### config.mk
export PLATFORM = sky130hd
export DESIGN_NAME = bus_seq
export DESIGN_NICKNAME = d
export VERILOG_FILES = /design/src/rtl/bus_seq_pkg.sv /design/src/rtl/bus_seq_fsm.sv /design/src/rtl/bus_seq_drive.sv /design/src/rtl/bus_seq_capture.sv /design/src/rtl/bus_seq.sv
export SDC_FILE = /design/constraint.sdc
export NUM_CORES = 1
export LEC_CHECK = 0
export CAP_MARGIN = 20
export CORE_AREA = 3 3 69 71
export DETAILED_ROUTE_END_ITERATION = 6
export DIE_AREA = 0 0 72 74
export PLACE_DENSITY = 0.85
export SYNTH_ARGS = -nofsm -noshare
export SYNTH_HDL_FRONTEND = slang
export SYNTH_SLANG_ARGS = --single-unit
### constraint.sdc
create_clock -name clk -period 3.8 [get_ports clk]
set_input_delay 0.76 -clock clk [delete_from_list [all_inputs] [get_ports clk]]
set_output_delay 0.76 -clock clk [all_outputs]
set_load 0.02 [all_outputs]
### src/rtl/bus_seq_pkg.sv
`timescale 1ns/1ps
package bus_seq_pkg;

  typedef enum logic [2:0] {
    CT_MEM_RD = 3'd0,
    CT_MEM_WR = 3'd1,
    CT_IO_RD  = 3'd2,
    CT_IO_WR  = 3'd3,
    CT_FETCH  = 3'd4,
    CT_INTA   = 3'd5,
    CT_IDLE   = 3'd6,
    CT_SPARE  = 3'd7
  } cyc_t;

  typedef enum logic [2:0] {
    ST_IDLE, ST_T1, ST_T2, ST_TW, ST_T3, ST_T4, ST_HALT, ST_HOLD
  } state_t;

  // {io space, S1, S0}
  function automatic logic [2:0] status_code(input cyc_t t);
    case (t)
      CT_MEM_RD: status_code = 3'b010;
      CT_MEM_WR: status_code = 3'b001;
      CT_IO_RD:  status_code = 3'b110;
      CT_IO_WR:  status_code = 3'b101;
      CT_FETCH:  status_code = 3'b011;
      CT_INTA:   status_code = 3'b111;
      default:   status_code = 3'b000;
    endcase
  endfunction

  function automatic logic is_dead(input cyc_t t);
    is_dead = (t == CT_IDLE) || (t == CT_SPARE);
  endfunction

  function automatic logic is_read(input cyc_t t);
    is_read = (t == CT_MEM_RD) || (t == CT_IO_RD) || (t == CT_FETCH);
  endfunction

  function automatic logic is_write(input cyc_t t);
    is_write = (t == CT_MEM_WR) || (t == CT_IO_WR);
  endfunction

  function automatic logic is_io(input cyc_t t);
    is_io = (t == CT_IO_RD) || (t == CT_IO_WR);
  endfunction

endpackage

### src/rtl/bus_seq_fsm.sv
`timescale 1ns/1ps
module bus_seq_fsm
  import bus_seq_pkg::*;
#(
  parameter int ADDR_W      = 16,
  parameter int DATA_W      = 8,
  parameter int FETCH_EXTRA = 1
) (
  input  logic              clk,
  input  logic              rst_n,
  input  logic              req_valid,
  input  logic [2:0]        req_type,
  input  logic [ADDR_W-1:0] req_addr,
  input  logic [DATA_W-1:0] req_wdata,
  input  logic              xfer_ready,
  input  logic              hold_req,
  input  logic              core_halt,
  output logic              req_ready,
  output state_t            state,
  output cyc_t              cyc,
  output logic [ADDR_W-1:0] addr_q,
  output logic [DATA_W-1:0] wdata_q
);

  localparam int CW = (FETCH_EXTRA > 1) ? $clog2(FETCH_EXTRA) : 1;

  state_t        nxt;
  logic [CW-1:0] cnt, cnt_d;
  logic          take;

  assign req_ready = (state == ST_IDLE) && !hold_req;

  always_comb begin
    nxt   = state;
    cnt_d = cnt;
    take  = 1'b0;
    case (state)
      ST_IDLE: begin
        if (hold_req)       nxt = ST_HOLD;
        else if (req_valid) begin nxt = ST_T1; take = 1'b1; end
        else if (core_halt) nxt = ST_HALT;
      end
      ST_T1: nxt = ST_T2;
      ST_T2, ST_TW: begin
        if (is_dead(cyc) || xfer_ready) nxt = ST_T3;
        else                            nxt = ST_TW;
      end
      ST_T3: begin
        if ((cyc == CT_FETCH) && (FETCH_EXTRA > 0)) begin
          nxt   = ST_T4;
          cnt_d = CW'(FETCH_EXTRA - 1);
        end else begin
          nxt = ST_IDLE;
        end
      end
      ST_T4: begin
        if (cnt == '0) nxt = ST_IDLE;
        else           cnt_d = cnt - 1'b1;
      end
      ST_HALT: begin
        if (hold_req)        nxt = ST_HOLD;
        else if (!core_halt) nxt = ST_IDLE;
      end
      ST_HOLD: if (!hold_req) nxt = ST_IDLE;
      default: nxt = ST_IDLE;
    endcase
  end

  always_ff @(posedge clk or negedge rst_n) begin
    if (!rst_n) begin
      state   <= ST_IDLE;
      cnt     <= '0;
      cyc     <= CT_IDLE;
      addr_q  <= '0;
      wdata_q <= '0;
    end else begin
      state <= nxt;
      cnt   <= cnt_d;
      if (take) begin
        cyc     <= cyc_t'(req_type);
        addr_q  <= req_addr;
        wdata_q <= req_wdata;
      end
    end
  end

endmodule

### src/rtl/bus_seq_drive.sv
`timescale 1ns/1ps
module bus_seq_drive
  import bus_seq_pkg::*;
#(
  parameter int ADDR_W = 16,
  parameter int DATA_W = 8
) (
  input  logic                     rst_n,
  input  state_t                   state,
  input  cyc_t                     cyc,
  input  logic [ADDR_W-1:0]        addr_q,
  input  logic [DATA_W-1:0]        wdata_q,
  output logic                     addr_strobe,
  output logic                     rd_strobe_n,
  output logic                     wr_strobe_n,
  output logic                     ack_strobe_n,
  output logic [2:0]               cyc_stat,
  output logic [ADDR_W-DATA_W-1:0] addr_hi,
  output logic [DATA_W-1:0]        mux_o,
  output logic                     mux_oe,
  output logic                     bus_oe,
  output logic                     hold_gnt,
  output logic                     halted,
  output logic                     bus_idle
);

  localparam int HI_W = ADDR_W - DATA_W;

  logic in_cycle, strobe, dead;

  assign dead     = is_dead(cyc);
  assign in_cycle = (state == ST_T1) || (state == ST_T2) || (state == ST_TW) ||
                    (state == ST_T3) || (state == ST_T4);
  assign strobe   = !dead && ((state == ST_T2) || (state == ST_TW) || (state == ST_T3));

  always_comb begin
    addr_strobe  = (state == ST_T1) && !dead;
    rd_strobe_n  = !(strobe && is_read(cyc));
    wr_strobe_n  = !(strobe && is_write(cyc));
    ack_strobe_n = !(strobe && (cyc == CT_INTA));
    cyc_stat     = in_cycle ? status_code(cyc) : 3'b000;
    addr_hi      = is_io(cyc) ? HI_W'(addr_q[DATA_W-1:0]) : addr_q[ADDR_W-1:DATA_W];
    mux_o        = (state == ST_T1) ? addr_q[DATA_W-1:0] : wdata_q;
    bus_oe       = rst_n && (state != ST_HALT) && (state != ST_HOLD);
    mux_oe       = bus_oe && !dead &&
                   ((state == ST_T1) || (strobe && is_write(cyc)));
    hold_gnt     = (state == ST_HOLD);
    halted       = (state == ST_HALT);
    bus_idle     = (state == ST_IDLE);
  end

endmodule

### src/rtl/bus_seq_capture.sv
`timescale 1ns/1ps
module bus_seq_capture
  import bus_seq_pkg::*;
#(
  parameter int DATA_W = 8
) (
  input  logic              clk,
  input  logic              rst_n,
  input  state_t            state,
  input  cyc_t              cyc,
  input  logic [DATA_W-1:0] mux_i,
  output logic              rsp_valid,
  output logic [DATA_W-1:0] rsp_rdata
);

  logic grab;
  assign grab = (state == ST_T3) && (is_read(cyc) || (cyc == CT_INTA));

  always_ff @(posedge clk or negedge rst_n) begin
    if (!rst_n) begin
      rsp_valid <= 1'b0;
      rsp_rdata <= '0;
    end else begin
      rsp_valid <= (state == ST_T3);
      if (grab) rsp_rdata <= mux_i;
    end
  end

endmodule

### src/rtl/bus_seq.sv
`timescale 1ns/1ps
module bus_seq
  import bus_seq_pkg::*;
#(
  parameter int ADDR_W      = 16,
  parameter int DATA_W      = 8,
  parameter int FETCH_EXTRA = 1
) (
  input  logic                     clk,
  input  logic                     rst_n,
  input  logic                     req_valid,
  output logic                     req_ready,
  input  logic [2:0]               req_type,
  input  logic [ADDR_W-1:0]        req_addr,
  input  logic [DATA_W-1:0]        req_wdata,
  output logic                     rsp_valid,
  output logic [DATA_W-1:0]        rsp_rdata,
  input  logic                     core_halt,
  output logic                     addr_strobe,
  output logic                     rd_strobe_n,
  output logic                     wr_strobe_n,
  output logic                     ack_strobe_n,
  output logic [2:0]               cyc_stat,
  output logic [ADDR_W-DATA_W-1:0] addr_hi,
  output logic [DATA_W-1:0]        mux_o,
  input  logic [DATA_W-1:0]        mux_i,
  output logic                     mux_oe,
  output logic                     bus_oe,
  input  logic                     xfer_ready,
  input  logic                     hold_req,
  output logic                     hold_gnt,
  output logic                     halted,
  output logic                     bus_idle
);

  state_t            state;
  cyc_t              cyc;
  logic [ADDR_W-1:0] addr_q;
  logic [DATA_W-1:0] wdata_q;

  bus_seq_fsm #(.ADDR_W(ADDR_W), .DATA_W(DATA_W), .FETCH_EXTRA(FETCH_EXTRA)) u_fsm (
    .clk(clk), .rst_n(rst_n), .req_valid(req_valid), .req_type(req_type),
    .req_addr(req_addr), .req_wdata(req_wdata), .xfer_ready(xfer_ready),
    .hold_req(hold_req), .core_halt(core_halt), .req_ready(req_ready),
    .state(state), .cyc(cyc), .addr_q(addr_q), .wdata_q(wdata_q)
  );

  bus_seq_drive #(.ADDR_W(ADDR_W), .DATA_W(DATA_W)) u_drive (
    .rst_n(rst_n), .state(state), .cyc(cyc), .addr_q(addr_q), .wdata_q(wdata_q),
    .addr_strobe(addr_strobe), .rd_strobe_n(rd_strobe_n), .wr_strobe_n(wr_strobe_n),
    .ack_strobe_n(ack_strobe_n), .cyc_stat(cyc_stat), .addr_hi(addr_hi),
    .mux_o(mux_o), .mux_oe(mux_oe), .bus_oe(bus_oe), .hold_gnt(hold_gnt),
    .halted(halted), .bus_idle(bus_idle)
  );

  bus_seq_capture #(.DATA_W(DATA_W)) u_cap (
    .clk(clk), .rst_n(rst_n), .state(state), .cyc(cyc), .mux_i(mux_i),
    .rsp_valid(rsp_valid), .rsp_rdata(rsp_rdata)
  );

endmodule

==> metrics.md, run 1 <==
| Metric | Value |
|---|---|
| Synthesized cell area | 0.00198 mm² |
| Number of fillers in the final layout | 334 |
| Port Buffer Count | 78 |
| Critical path class | reg2out |
| Worst min path class | reg2reg |
| Finished Core Util | 0.669 |
| Non-Filler Instances | 281 |
| DR WL/cell | 15.1 µm |
| Grt total ovfl | 0 |
| Cells after Synth | 148 |
| DR iter-0 viols | 145 |
| Comb pwr share | 0.582 |
| Fraction of layout cells with a size suffix above 1 | 0.297 |
| N_diodes | 0 |
| H-tree levels | 2 |
| Final setup TNS | 0 ns |
| Row cnt | 24 |
| CTS clk-pin slew, worst paths | 0.07 ns |
| Deepest clock path buffer count | 2 |
| Max-Cap Viols | 0 |
| CP peak stage delay | 0.54 ns |
| Setup Skew | 0.00319 ns |
| Pre-antenna DRT Iters | 4 |
| Core Area | 0.00429 mm² |
| Mapped Nets | 189 |
| Async S/R FF share, synth | 1.00 |
| Die height | 74 µm |
| GRT Total Usage | 0.162 |
| Io pins | 79 |
| Placer's final routability congestion estimate | 0.889 |
| Initial Util | 0.461 |
| Hold Buf Count CTS | 0 |
| Max Freq | 310 MHz |
| Root buffer cell | clkbuf_8 |
| DRC | 0 |
| Final hold vios | 0 |
| Hold slack | 0.505 ns |
| Worst Path Arrival | 2.46 ns |
| Flop pwr share | 0.314 |
| Endpoints failing setup | 0 |
| Sw Pwr | 0.968 mW |
| Post-synth EDFFs | 0 |
| Crit end category | output pin |
| Yosys cell types | 28 |
| Syn Area/Cell | 13.4 µm² |
| HPWL reported at the end of detailed placement | 3.19 mm |
| Clock network power share | 0.104 |
| Final period utilization | 0.848 |
| Chip width | 72 µm |
| Synth warn | 0 |
| Fin. max-slew vios | 0 |
| Switching Share | 0.376 |
| Min Tclk post-route | 3.22 ns |
| Peak VDD IR | 0.482 mV |
| Status | finished, final reports clean |
| First-pass GRT wire length | 6.65 mm |
| DP Cell Count | 273 |
| Initial antenna violation count | 0 |
| TritonCTS clock tree | yes |
| Max-slew headroom | 0.649 |
| Unrepaired setup endpoints after global routing | false |
| Worst Setup Start Kind | register |
| Top_reg_cell synth | dfrtp_1 |
| Vias in the first global route | 1,430 |
| Largest fanout on the critical path | 9 |
| Vias per cell | 5.15 |
| Area Growth Syn to Fin | 45.1% |
| Num CTS Buffers | 5 |
| WP data required | 3.04 ns |
| Setup Buffers After CTS | 0 |
| Vias post-DR | 1,447 |
| Tot Pwr | 2.57 mW |
| Detail Route Antenna Nets | 0 |
| Worst-Skew Late Latency | 0.28 ns |
| Worst-path cell chain | nor3b_2 -> buf_4 -> mux2_2 -> clkdlybuf4s50_1 |
| DRT Wirelength | 4.25 mm |
| PwrDens | 895 mW/mm² |
| Slowest CP cell | clkdlybuf4s50_1 |
| Flops & latches, synth | 39 |
| Leak | 1.29 nW |
| Slew @ Worst Pin | 0.524 ns |
| Largest net degree at the start of global routing | 40 |
| Sequential fraction of the synthesis area | 0.494 |
| P_int | 1.61 mW |
| Clk sinks | 39 |
| Nets@finish | 269 |
| Die area | 0.00533 mm² |
| Post-CTS sizing | 0 |
## sequential cells by signal (all words and copies together) (netlist names)
signal,flops
u_fsm.cyc,3
u_cap.rsp_valid,1
u_fsm.addr_q,16
u_fsm.wdata_q,8
u_cap.rsp_rdata,8
u_fsm.state,3
## cells by family after synthesis
group | synth area share
buffers and inverters | 0.0341
AO/OA/AOI/OAI | 0.0461
multiplexers | 0.328
AND/OR/NAND/NOR | 0.0979
flip-flops | 0.494
## cells in the mapped netlist (all sizes together), types with 2 or more instances
library cell  instances  area, µm²
a21o                  2       15.0
and2                  2       12.5
a21oi                 5       25.0
nor2b                 2       12.5
mux2                 51        649
nand3                 2       15.0
nand2b                4       25.0
inv                   4       15.0
nor3b                 3       22.5
dfrtp                37        926
o21ai                 5       25.0
nor2                  3       11.3
nand2                11       48.8
dfstp                 2       52.6
buf                   6       48.8
## routing by layer
| layer | routed length, µm | up-vias | global-route usage |
|---|---|---|---|
| met3 | 419 | 7 | 0.0595 |
| met4 | 38 | 0 | 0.0480 |
| met1 | 1740 | 688 | 0.203 |
| met2 | 2050 | 69 | 0.263 |
| li1 | - | 683 | - |
| met5 | 0 | - | 0 |
## worst max-delay path: cells and delay by family, from the launching register on
family,cells,cell delay (ns)
buffers and inverters,2,0.79
flip-flops,1,0.53
AND/OR/NAND/NOR,1,0.52
multiplexers,1,0.34
## area by class of cell
type	instances	area, µm²	share of cell area
sequential	39	978	0.340
tap	52	65.1	0.0226
clock inverter	2	12.5	0.00435
multi-input combinational	98	940	0.327
clock buffer	6	72.6	0.0253
timing repair buffer	80	791	0.275
inverter	4	15.0	0.00522
## through the flow
step	setup slack, ns	area [µm²]
after floorplan	1.67	1980
after global placement	0.837	2790
final	0.577	2870
after detailed placement	0.802	2790
after CTS	0.552	2870
after global routing	0.465	2870
## cells in the final DEF, fill, tap and decap left out, types with 2 or more instances in the layout
cell	instances
nand2_1	10
o21ai_0	5
dfstp_2	2
buf_4	2
mux2_4	20
clkdlybuf4s50_1	77
dfrtp_1	37
inv_1	4
nor2_1	3
a21oi_1	5
nor3b_1	2
nor2b_1	2
nand2b_1	4
a21o_1	2
and2_1	2
mux2_2	31
clkbuf_8	5
## power groups by stage
stage	Sequential, mW	Clock [mW]	Combinational (mW)
5_1_grt	0.836	0.297	1.59
6_report	0.808	0.268	1.50
3_3_place_gp	0.797	0	1.49
3_5_place_dp	0.808	0	1.51
2_1_floorplan	0.795	0	0.914
4_1_cts	0.805	0.278	1.52
## worst paths after layout
check | slack [ns] | depth (start not counted) | start | endpoint
hold / removal | 0.51 | 1 | u_fsm.addr_q[8] | u_fsm.addr_q[8]
setup / recovery | 0.58 | 4 | u_fsm.state[0] | mux_o[5]
max in group asynchronous | 2.91 | 2 | rst_n | u_fsm.cyc[2]
setup reg to reg | 2.00 | 3 | u_fsm.state[1] | u_fsm.wdata_q[5]
hold reg to reg | 0.51 | 1 | u_fsm.addr_q[8] | u_fsm.addr_q[8]
min in group asynchronous | 0.53 | 2 | rst_n | u_cap.rsp_valid
(Power assumes the default switching activity.)
==> run 2, diff against run 1 <==
Settings changed: CORE_AREA 3 3 69 71 to 3 3 72 74, DIE_AREA 0 0 72 74 to 0 0 75 77, PLACE_DENSITY 0.85 to 0.78.
Clock period 3.8 ns to 3.35 ns, I/O delays scaled along.
==> run 2 against run 1 <==
Compared with the run above: via count decreased by 2.9%; die area increased by 8.4%; clock power increased by 51%; final area increased by 1.2%; critical path type unchanged.
==> metrics.md, run 2 (same netlist as run 1, synthesis figures left out) <==
| Metric | Value |
|---|---|
| Vias per cell | 4.96 |
| Max FFs per register | 16 |
| DP Cell Count | 275 |
| Setup Buffers After CTS | 0 |
| Final instance area | 0.00291 mm² |
| Final worst slack | 0.305 ns |
| Largest net degree at the start of global routing | 40 |
| Biggest regs | u_fsm.addr_q x16, u_cap.rsp_rdata x8, u_fsm.wdata_q x8 |
| Io pins | 79 |
| Vias in the first global route | 1,450 |
| Fin. max-slew vios | 0 |
| Area Growth Syn to Fin | 46.9% |
| Initial Util | 0.425 |
| N_diodes | 0 |
| Critical R2R Capture | u_fsm.addr_q[9] |
| Finished Core Util | 0.624 |
| Tot Pwr | 3.00 mW |
| Worst-Skew Late Latency | 0.28 ns |
| Fraction of layout cells with a size suffix above 1 | 0.301 |
| Slew @ Worst Pin | 0.494 ns |
| Hold slack | 0.443 ns |
| Final period utilization | 0.909 |
| FF+latch area | 978 µm² |
| Worst setup path startpoint | u_fsm.state[0] |
| Top reg by flops | u_fsm.addr_q |
| Root buffer cell | clkbuf_8 |
| Final hold vios | 0 |
| DR WL/cell | 14.8 µm |
| Vias post-DR | 1,405 |
| First-pass GRT wire length | 6.69 mm |
| Unrepaired setup endpoints after global routing | false |
| Die height | 77 µm |
| Hold Buf Count CTS | 0 |
| Non-Filler Instances | 283 |
| R2R Setup Slk | 1.59 ns |
| Clk sinks | 39 |
| Critical path class | reg2out |
| Detail Route Antenna Nets | 0 |
| Reg-to-Reg Start | u_fsm.state[1] |
| Port Buffer Count | 78 |
| Num CTS Buffers | 5 |
| Pre-antenna DRT Iters | 4 |
| Peak VDD IR | 0.540 mV |
| Grt total ovfl | 0 |
| Die area | 0.00578 mm² |
| TritonCTS clock tree | yes |
| Worst Setup Start Kind | register |
| Max Freq | 328 MHz |
| Final setup TNS | 0 ns |
| GRT Total Usage | 0.149 |
| H-tree levels | 2 |
| Min Tclk post-route | 3.05 ns |
| Chip width | 75 µm |
| Post-CTS sizing | 0 |
| Worst min path class | in2async |
| Nets@finish | 269 |
| Deepest clock path buffer count | 2 |
| Number of fillers in the final layout | 383 |
| DR iter-0 viols | 37 |
| Pre-CTS setup slack | 0.544 ns |
| Max-Cap Viols | 0 |
| Most frequent cells in the layout | 77 x clkdlybuf4s50_1, 37 x dfrtp_1, 31 x mux2_2, 20 x mux2_4, 10 x nand2_1 |
| Worst Path Arrival | 2.38 ns |
| PwrDens | 1030 mW/mm² |
| FF-to-FF path depth | 3 |
| Commonest non-fill, non-tap cell in the layout | clkdlybuf4s50_1 |
| DRT Wirelength | 4.18 mm |
| Placer's final routability congestion estimate | 0.698 |
| Setup Skew | 0.00394 ns |
| HPWL reported at the end of detailed placement | 3.05 mm |
| Row cnt | 25 |
| Endpoints failing setup | 0 |
| Cell Area, Placed | 0.00279 mm² |
| Status | finished, final reports clean |
| Core Area | 0.00466 mm² |
| Multi-input gate area | 940 µm² |
| Crit end category | output pin |
| WP data required | 2.68 ns |
| DRC | 0 |
| Max-slew headroom | 0.671 |
| Largest fanout on the critical path | 9 |
| Initial antenna violation count | 0 |
| Leak | 1.31 nW |
| CTS clk-pin slew, worst paths | 0.07 ns |
## run 2: cell count changes in the layout (fill, tap and decap cells not counted)
cell | before | now
clkbuf_8 | 5 | 6
clkbuf_1 | 1 | 0
bufinv_16 | 0 | 1
clkinvlp_4 | 1 | 0
## run 2: worst max-delay path by stage
stage / end
floorplan: cyc_stat[1]
global placement: req_ready
detailed placement: req_ready
CTS: mux_o[3]
global route: mux_o[4]
finish: mux_o[3]
## run 2: per-layer routing
metal / track usage / wire length, µm
met4: 0.0320 / 37
met3: 0.0603 / 381
met1: 0.194 / 1810
met2: 0.230 / 1940
met5: 0 / 0
## run 2: layout make-up
cell class	count	area share
well taps	54	0.0232
multi-input cells	98	0.323
inverters	4	0.00516
flip-flops and latches	39	0.336
clock buffers	6	0.0284
repair buffers	80	0.272
clock inverters	2	0.0120
## run 2: report_power, final
| part | internal, mW | leakage [nW] | switching [mW] |
|---|---|---|---|
| combinational | 0.957 | 0.783 | 0.734 |
| clock | 0.241 | 0.0612 | 0.164 |
| sequential | 0.718 | 0.466 | 0.191 |
| total | 1.92 | 1.31 | 1.09 |
## run 2: critical path: stages (launching register included)
cell and delay [ns]:
dfrtp_1 0.53, nor3b_2 0.44, buf_4 0.24, mux2_2 0.34, clkdlybuf4s50_1 0.54
